<file path="src/rtl/cursor_pkg.sv">
package cursor_pkg;

  localparam int BMP_DEPTH  = 1024;
  localparam int BMP_AW     = $clog2(BMP_DEPTH);
  localparam int IDX_W      = 2;
  localparam int CLUT_DEPTH = 1 << IDX_W;
  localparam int NUM_SHAPES = 5;
  localparam int SHAPE_W    = 3;
  localparam int MIN_WLOG   = 3;
  localparam int PIX_W      = 8;

  typedef struct packed {
    logic [5:0] y;
    logic [3:0] u;
    logic [3:0] v;
    logic [1:0] t;
  } clutEntry_t;

  // control-to-datapath strobes, registered in stage one
  typedef struct packed {
    logic             lumaHit;
    logic [IDX_W-1:0] lumaIdx;
    logic             chromaHit;
    logic [IDX_W-1:0] chromaIdx;
    logic             oddPix;
  } cursorStrobe_t;

  function automatic logic [PIX_W-1:0] widen6(input logic [5:0] f);
    return {f, f[5:4]};
  endfunction

  function automatic logic [PIX_W-1:0] widen4(input logic [3:0] f);
    return {f, f};
  endfunction

  function automatic logic [PIX_W-1:0] mixLevel(input logic [PIX_W-1:0] bg,
                                                 input logic [PIX_W-1:0] fg,
                                                 input logic [1:0] lvl);
    logic [PIX_W+1:0] acc;
    unique case (lvl)
      2'd0:    acc = {bg, 2'b00};
      2'd1:    acc = {2'b00, bg} + {1'b0, bg, 1'b0} + {2'b00, fg};
      2'd2:    acc = {1'b0, bg, 1'b0} + {1'b0, fg, 1'b0};
      default: acc = {fg, 2'b00};
    endcase
    return acc[PIX_W+1:2];
  endfunction

endpackage

</file>
<file path="src/rtl/cursor_locate.sv">
module cursor_locate
  import cursor_pkg::*;
#(
  parameter int CNT_W = 12
) (
  input  logic [CNT_W-1:0]  pixX,
  input  logic [CNT_W-1:0]  pixLine,
  input  logic [CNT_W:0]    curX,
  input  logic [CNT_W:0]    curY,
  input  logic [2:0]        widthLog,
  input  logic              shapeOk,
  output logic              hit,
  output logic [BMP_AW-1:0] addr
);

  localparam int RW = CNT_W + 2;

  logic [RW-1:0] relX, relY;
  logic [3:0]    heightLog;
  logic          insideX, insideY;

  assign relX = {2'b00, pixX} - {curX[CNT_W], curX};
  assign relY = {2'b00, pixLine} - {curY[CNT_W], curY};
  assign heightLog = 4'(BMP_AW) - {1'b0, widthLog};

  assign insideX = !relX[RW-1] && ((relX >> widthLog) == '0);
  assign insideY = !relY[RW-1] && ((relY >> heightLog) == '0);

  assign hit  = shapeOk && insideX && insideY;
  assign addr = BMP_AW'((relY << widthLog) | relX);

endmodule

</file>
<file path="src/rtl/cursor_ctrl.sv">
module cursor_ctrl
  import cursor_pkg::*;
#(
  parameter int CNT_W = 12
) (
  input  logic               clk,
  input  logic               rstN,
  input  logic [CNT_W-1:0]   inX,
  input  logic [CNT_W-1:0]   inLine,
  input  logic [CNT_W:0]     curX,
  input  logic [CNT_W:0]     curY,
  input  logic [SHAPE_W-1:0] shapeSel,
  input  logic               bmpWe,
  input  logic [BMP_AW-1:0]  bmpAddr,
  input  logic [IDX_W-1:0]   bmpData,
  output cursorStrobe_t      strobe
);

  logic [IDX_W-1:0] bmpMem [BMP_DEPTH];

  logic       shapeOk;
  logic [2:0] widthLog;
  logic [1:0]             probeHit;
  logic [BMP_AW-1:0]      probeAddr [2];
  logic [CNT_W-1:0]       probeX    [2];

  assign shapeOk  = shapeSel < SHAPE_W'(NUM_SHAPES);
  assign widthLog = 3'(shapeSel + 3'(MIN_WLOG));

  // probe 0 serves luma at the pixel itself, probe 1 serves chroma
  // at the co-sited even pixel of the pair
  assign probeX[0] = inX;
  assign probeX[1] = {inX[CNT_W-1:1], 1'b0};

  for (genvar p = 0; p < 2; p++) begin : g_probe
    cursor_locate #(.CNT_W(CNT_W)) u_locate (
      .pixX    (probeX[p]),
      .pixLine (inLine),
      .curX    (curX),
      .curY    (curY),
      .widthLog(widthLog),
      .shapeOk (shapeOk),
      .hit     (probeHit[p]),
      .addr    (probeAddr[p])
    );
  end

  always_ff @(posedge clk or negedge rstN) begin
    if (!rstN) begin
      for (int i = 0; i < BMP_DEPTH; i++) bmpMem[i] <= '0;
    end else if (bmpWe) begin
      bmpMem[bmpAddr] <= bmpData;
    end
  end

  always_ff @(posedge clk or negedge rstN) begin
    if (!rstN) begin
      strobe <= '0;
    end else begin
      strobe.lumaHit   <= probeHit[0];
      strobe.lumaIdx   <= bmpMem[probeAddr[0]];
      strobe.chromaHit <= probeHit[1];
      strobe.chromaIdx <= bmpMem[probeAddr[1]];
      strobe.oddPix    <= inX[0];
    end
  end

  assert_bmp_write_R2 : assert property (@(posedge clk) disable iff (!rstN)
    bmpWe |=> bmpMem[$past(bmpAddr)] == $past(bmpData));

  assert_hidden_shape_R3 : assert property (@(posedge clk) disable iff (!rstN)
    (shapeSel >= SHAPE_W'(NUM_SHAPES)) |=> (!strobe.lumaHit && !strobe.chromaHit));

  assert_even_pair_R7 : assert property (@(posedge clk) disable iff (!rstN)
    !inX[0] |=> (strobe.chromaHit == strobe.lumaHit) &&
                (!strobe.lumaHit || strobe.chromaIdx == strobe.lumaIdx));

endmodule

</file>
<file path="src/rtl/cursor_datapath.sv">
module cursor_datapath
  import cursor_pkg::*;
(
  input  logic             clk,
  input  logic             rstN,
  input  logic             inValid,
  input  logic [PIX_W-1:0] inY,
  input  logic [PIX_W-1:0] inC,
  input  logic             clutWe,
  input  logic [IDX_W-1:0] clutIdx,
  input  logic [15:0]      clutData,
  input  cursorStrobe_t    strobe,
  output logic             outValid,
  output logic [PIX_W-1:0] outY,
  output logic [PIX_W-1:0] outC
);

  clutEntry_t clutMem [CLUT_DEPTH];

  logic             validQ;
  logic [PIX_W-1:0] yQ, cQ;
  logic [1:0]       warmCnt;

  logic [5:0]       lumaY6;
  logic [1:0]       lumaT, chromaT;
  logic [3:0]       chromaF4;
  logic [PIX_W-1:0] mixY, mixC;

  always_ff @(posedge clk or negedge rstN) begin
    if (!rstN) begin
      for (int i = 0; i < CLUT_DEPTH; i++) clutMem[i] <= '0;
    end else if (clutWe) begin
      clutMem[clutIdx] <= clutEntry_t'(clutData);
    end
  end

  // stage one: background pixel aligned with the registered strobes
  always_ff @(posedge clk or negedge rstN) begin
    if (!rstN) begin
      validQ <= 1'b0;
      yQ     <= '0;
      cQ     <= '0;
    end else begin
      validQ <= inValid;
      yQ     <= inY;
      cQ     <= inC;
    end
  end

  assign lumaY6   = clutMem[strobe.lumaIdx].y;
  assign lumaT    = clutMem[strobe.lumaIdx].t;
  assign chromaT  = clutMem[strobe.chromaIdx].t;
  assign chromaF4 = strobe.oddPix ? clutMem[strobe.chromaIdx].v
                                  : clutMem[strobe.chromaIdx].u;

  assign mixY = strobe.lumaHit   ? mixLevel(yQ, widen6(lumaY6), lumaT)     : yQ;
  assign mixC = strobe.chromaHit ? mixLevel(cQ, widen4(chromaF4), chromaT) : cQ;

  // stage two: mixed pixel
  always_ff @(posedge clk or negedge rstN) begin
    if (!rstN) begin
      outValid <= 1'b0;
      outY     <= '0;
      outC     <= '0;
    end else begin
      outValid <= validQ;
      outY     <= mixY;
      outC     <= mixC;
    end
  end

  always_ff @(posedge clk or negedge rstN) begin
    if (!rstN)              warmCnt <= '0;
    else if (warmCnt != 2'd2) warmCnt <= warmCnt + 2'd1;
  end

  assert_valid_delay_R1 : assert property (@(posedge clk) disable iff (!rstN)
    (warmCnt == 2'd2) |-> outValid == $past(inValid, 2));

  assert_uncovered_luma_R4 : assert property (@(posedge clk) disable iff (!rstN)
    (warmCnt != 2'd0 && !strobe.lumaHit) |=> outY == $past(yQ));

  assert_opaque_luma_R6 : assert property (@(posedge clk) disable iff (!rstN)
    (strobe.lumaHit && lumaT == 2'd3) |=> outY[PIX_W-1:2] == $past(lumaY6));

  assert_clear_level_R6 : assert property (@(posedge clk) disable iff (!rstN)
    (strobe.chromaHit && chromaT == 2'd0) |=> outC == $past(cQ));

endmodule

</file>
<file path="src/rtl/cursor_overlay_mixer.sv">
module cursor_overlay_mixer
  import cursor_pkg::*;
#(
  parameter int CNT_W = 12
) (
  input  logic               clk,
  input  logic               rstN,
  input  logic               inValid,
  input  logic [CNT_W-1:0]   inX,
  input  logic [CNT_W-1:0]   inLine,
  input  logic [PIX_W-1:0]   inY,
  input  logic [PIX_W-1:0]   inC,
  input  logic [CNT_W:0]     curX,
  input  logic [CNT_W:0]     curY,
  input  logic [SHAPE_W-1:0] shapeSel,
  input  logic               bmpWe,
  input  logic [BMP_AW-1:0]  bmpAddr,
  input  logic [IDX_W-1:0]   bmpData,
  input  logic               clutWe,
  input  logic [IDX_W-1:0]   clutIdx,
  input  logic [15:0]        clutData,
  output logic               outValid,
  output logic [PIX_W-1:0]   outY,
  output logic [PIX_W-1:0]   outC
);

  cursorStrobe_t strobe;

  cursor_ctrl #(.CNT_W(CNT_W)) u_ctrl (
    .clk     (clk),
    .rstN    (rstN),
    .inX     (inX),
    .inLine  (inLine),
    .curX    (curX),
    .curY    (curY),
    .shapeSel(shapeSel),
    .bmpWe   (bmpWe),
    .bmpAddr (bmpAddr),
    .bmpData (bmpData),
    .strobe  (strobe)
  );

  cursor_datapath u_datapath (
    .clk     (clk),
    .rstN    (rstN),
    .inValid (inValid),
    .inY     (inY),
    .inC     (inC),
    .clutWe  (clutWe),
    .clutIdx (clutIdx),
    .clutData(clutData),
    .strobe  (strobe),
    .outValid(outValid),
    .outY    (outY),
    .outC    (outC)
  );

endmodule

</file>
<file path="config.mk">
export PLATFORM = sky130hd
export DESIGN_NAME = cursor_overlay_mixer
export DESIGN_NICKNAME = d
export VERILOG_FILES = /design/src/rtl/cursor_pkg.sv /design/src/rtl/cursor_locate.sv /design/src/rtl/cursor_ctrl.sv /design/src/rtl/cursor_datapath.sv /design/src/rtl/cursor_overlay_mixer.sv
export SDC_FILE = /design/constraint.sdc
export NUM_CORES = 2
export LEC_CHECK = 0
export BUFFER_PORTS_ARGS = -buffer_cell sky130_fd_sc_hd__buf_2
export CORE_AREA = 2 2 402 704
export DETAILED_ROUTE_END_ITERATION = 10
export DIE_AREA = 0 0 404 706
export PLACE_DENSITY_LB_ADDON = 0.08
export SLEW_MARGIN = 20
export SYNTH_ARGS = -nofsm -noshare
export SYNTH_HDL_FRONTEND = slang
export SYNTH_SLANG_ARGS = --single-unit
export TNS_END_PERCENT = 100
</file>
<file path="constraint.sdc">
create_clock -name clk -period 5.3 [get_ports clk]
set_input_delay 1.06 -clock clk [delete_from_list [all_inputs] [get_ports clk]]
set_output_delay 1.06 -clock clk [all_outputs]
set_load 0.1 [all_outputs]
</file>
==> results.sh <==
export IMPL_arrival_ps=6220
export IMPL_worstPathCellList="buf_2 > inv_1 > ha_1 > fa_1 > mux2i_1 > buf_4 > nand2_1 > o21ai_4 > buf_4 > buf_12 > mux4_2 > a221oi_1 > o221ai_1 > buf_4 > a2111oi_0 > buf_4 > a41oi_1 > a31oi_1 > a41oi_1"
export IMPL_slew_viol_final=0
export IMPL_critPathSlowestCell="a2111oi_0"
export IMPL_violations="setup timing"
export IMPL_avgRoutedWirePerCell_um=36.1
export IMPL_grt_use_total_pct=40.0
export IMPL_hp_class="primary input to asynchronous set/reset pin"
export IMPL_synth_area_top_cells="dfrtp_1, mux2_2, mux4_2, nand2_1, nand3_1"
export IMPL_fin_nets=12400
export IMPL_synthMuxAreaShare_pct=31.5
export IMPL_via_per_inst=6.61
export IMPL_yosys_area_share_adder_pct=0.865
export IMPL_skew_ps=79.4
export IMPL_synth_seq_cells=2153
export IMPL_io_buffers=120
export IMPL_syn_cell_area_sq_mm=0.125
export IMPL_n_fill_cell=24900
export IMPL_crit_path_max_fanout=19
export IMPL_critical_path_class="primary input to register"
export IMPL_clk_latency_ps=970
export IMPL_ant_nets=0
export IMPL_clk_pin_slew_ps=60
export IMPL_timing_fmax_mhz=186
export IMPL_globalplace_congestion=1.03
export IMPL_r2r_slack_ps=720
export IMPL_synth_most_common_cell="nand2_1"
export IMPL_synth_edff_count=0
export IMPL_yosys_cell_types_count=90
export IMPL_synth_top_family_by_area="multiplexers"
export IMPL_drt_initial_drc_count=12100
export IMPL_dieHeight_um=706
export IMPL_root_buffer="clkbuf_16"
export IMPL_reg2reg_depth=13
export IMPL_fin_crit_ps=5380
export IMPL_cts_hold_buf=0
export IMPL_synth_compound_area_share_pct=4.50
export IMPL_final_layout_size_suffix_gt1_share_pct=36.3
export IMPL_dr_pass1_iters=9
export IMPL_grt_overflow_total=0
export IMPL_hold_viol=0
export IMPL_async_reset_ff_share_pct=100
export IMPL_syn_to_final_growth_pct=16.3
export IMPL_synth_common_cells="nand2_1, dfrtp_1, mux2_2"
export IMPL_grt_pass1_vias=107000
export IMPL_cts_tree="done"
export IMPL_setup_viol=2
export IMPL_fin_hold_ws_ps=38.9
export IMPL_pre_cts_ws_ps=-1070
export IMPL_numCtsBuffers=222
export IMPL_cts_sinks=2153
export IMPL_synthCells=11800
export IMPL_drv_cap=0
export IMPL_timing_rr_end="u_datapath.outC[5]"
export IMPL_cp_start_kind="primary input"
export IMPL_rr_startpoint="u_ctrl.strobe[1]"
export IMPL_rows=257
export IMPL_synth_largest_area_cell="dfrtp_1"
export IMPL_hpwl_um=404000
export IMPL_path_common_cell="buf_4"
export IMPL_antenna_found_initial=68
export IMPL_vdd_drop_max_v=0.000326
export IMPL_cp_slowest_stage_delay_ps=590
export IMPL_period_share_pct=102
export IMPL_leakagePower_nw=65.2
export IMPL_powerDensity_mw_per_mm2=337
export IMPL_synthXorXnorAreaFrac_pct=0.341
export IMPL_start_util_pct=44.9
export IMPL_io_pin_count=121
export IMPL_synth_fp_nets=11900
export IMPL_grt_first_pass_wirelength_um=813000
export IMPL_synth_seq_area_share_pct=43.0
export IMPL_grt_max_degree=157
export IMPL_ys_flop_type="dfrtp_1"
export IMPL_avgSynthCellArea_sq_um=10.7
export IMPL_htreeDepth=4
export IMPL_rsz0062_at_grt="no"
export IMPL_fin_ws_ps=-80.1
export IMPL_dieArea_sq_mm=0.285
export IMPL_synthSimpleGateAreaFrac_pct=15.9
export IMPL_yosysWarningCount=0
export IMPL_drcViolationCount=0
export IMPL_tightest_slew_ps=1310
export IMPL_vias=106000
export IMPL_synth_top_area_share_pct=43.0
export IMPL_wirelength_um=578000
export IMPL_clock_path_buffers=4
export IMPL_relSlewSlack_pct=12.1
export IMPL_end_kind="register"
export IMPL_core_area_sq_mm=0.279
export IMPL_crit_required_ps=6140
export IMPL_die_w_um=404
export IMPL_outcome="finished, violations left"
## worst max-delay path by stage
stage,slack (ps),from,cells after the start,end
after floorplan,700,inLine[0],17,u_ctrl.strobe[5]
after global placement,-1590,inLine[0],20,u_ctrl.strobe[5]
after detailed placement,-1070,inLine[0],20,u_ctrl.strobe[1]
after CTS,80,inLine[0],19,u_ctrl.strobe[1]
after global routing,30,inLine[0],19,u_ctrl.strobe[2]
final,-80,inLine[0],19,u_ctrl.strobe[2]
## report_power, final
| group | leakage (nW) | total, mW | switching [mW] | internal (mW) |
|---|---|---|---|---|
| clock network | 3.73 | 17.1 | 7.29 | 9.76 |
| logic | 31.7 | 15.0 | 9.66 | 5.31 |
| registers | 29.8 | 17.1 | 0.325 | 16.8 |
## cells in the final DEF, fill, tap and decap left out, types with 166 or more instances in the layout
cell type,instances
nand2_1,2519
dfrtp_1,2153
mux2_2,2124
nand3_1,1049
buf_4,861
nor2_1,702
mux4_2,639
buf_12,254
clkbuf_16,224
a21oi_1,166
## state kept, by name, summed over array words and instances, names as in the netlist
register	count
u_datapath.outValid	1
u_ctrl.bmpMem	2048
u_ctrl.strobe	7
u_datapath.yQ	8
u_datapath.outY	8
u_datapath.clutMem	64
u_datapath.validQ	1
u_datapath.outC	8
u_datapath.cQ	8
## worst max-delay path: cells and delay by family
kind	cells	cell delay, ps
fa+ha+maj	2	790
buf+inv	7	1370
simple gates	1	100
compound gates	7	2290
mux	2	560
## per-stage QoR
stage / power, mW / TNS, ps / util [%] / cell area, sq um / std cells
2_1_floorplan: 23.9 / 0 / - / 125000 / 11800
3_3_place_gp: 31.8 / -4990 / 49.4 / 138000 / 15600
3_5_place_dp: 31.9 / -3770 / 49.4 / 138000 / 15600
4_1_cts: 48.9 / 0 / 52.2 / 146000 / 16000
5_1_grt: 50.2 / 0 / 52.2 / 146000 / 16000
6_report: 49.1 / -133 / 52.2 / 146000 / 16000
## per-layer routing
layer,global-route usage (%),part of all wire (%)
met1,46.5,35
met2,63.4,47
met3,7.83,8.0
met4,34.1,10
met5,0,0.024
## layout make-up
class	count	area [sq um]	area share, %
antenna	44	110	0.0755
inverter	48	180	0.124
clock inverter	82	1210	0.831
clock buffer	316	6380	4.38
timing repair buffer	1237	12200	8.39
multi-input combinational	8516	67200	46.1
sequential	2153	53900	37.0
tap	3626	4540	3.11
## what timing repair did
action	4_1_cts	5_1_grt
endpoints found under the setup margin	2	3
setup buffers	0	0
gates resized for setup	2	6
## cell families (layout without fill, tap and decap cells)
kind of cell | Yosys count | after routing
AOI/OAI and AO/OA | 821 | 821
xor gates and xnor gates | 48 | 48
adders and majority gates | 74 | 74
buffers and inverters | 1083 | 1683
DFF | 2153 | 2153
muxes | 2876 | 2876
other | 0 | 44
and+or+nand+nor | 4697 | 4697
(Power assumes the default switching activity.)
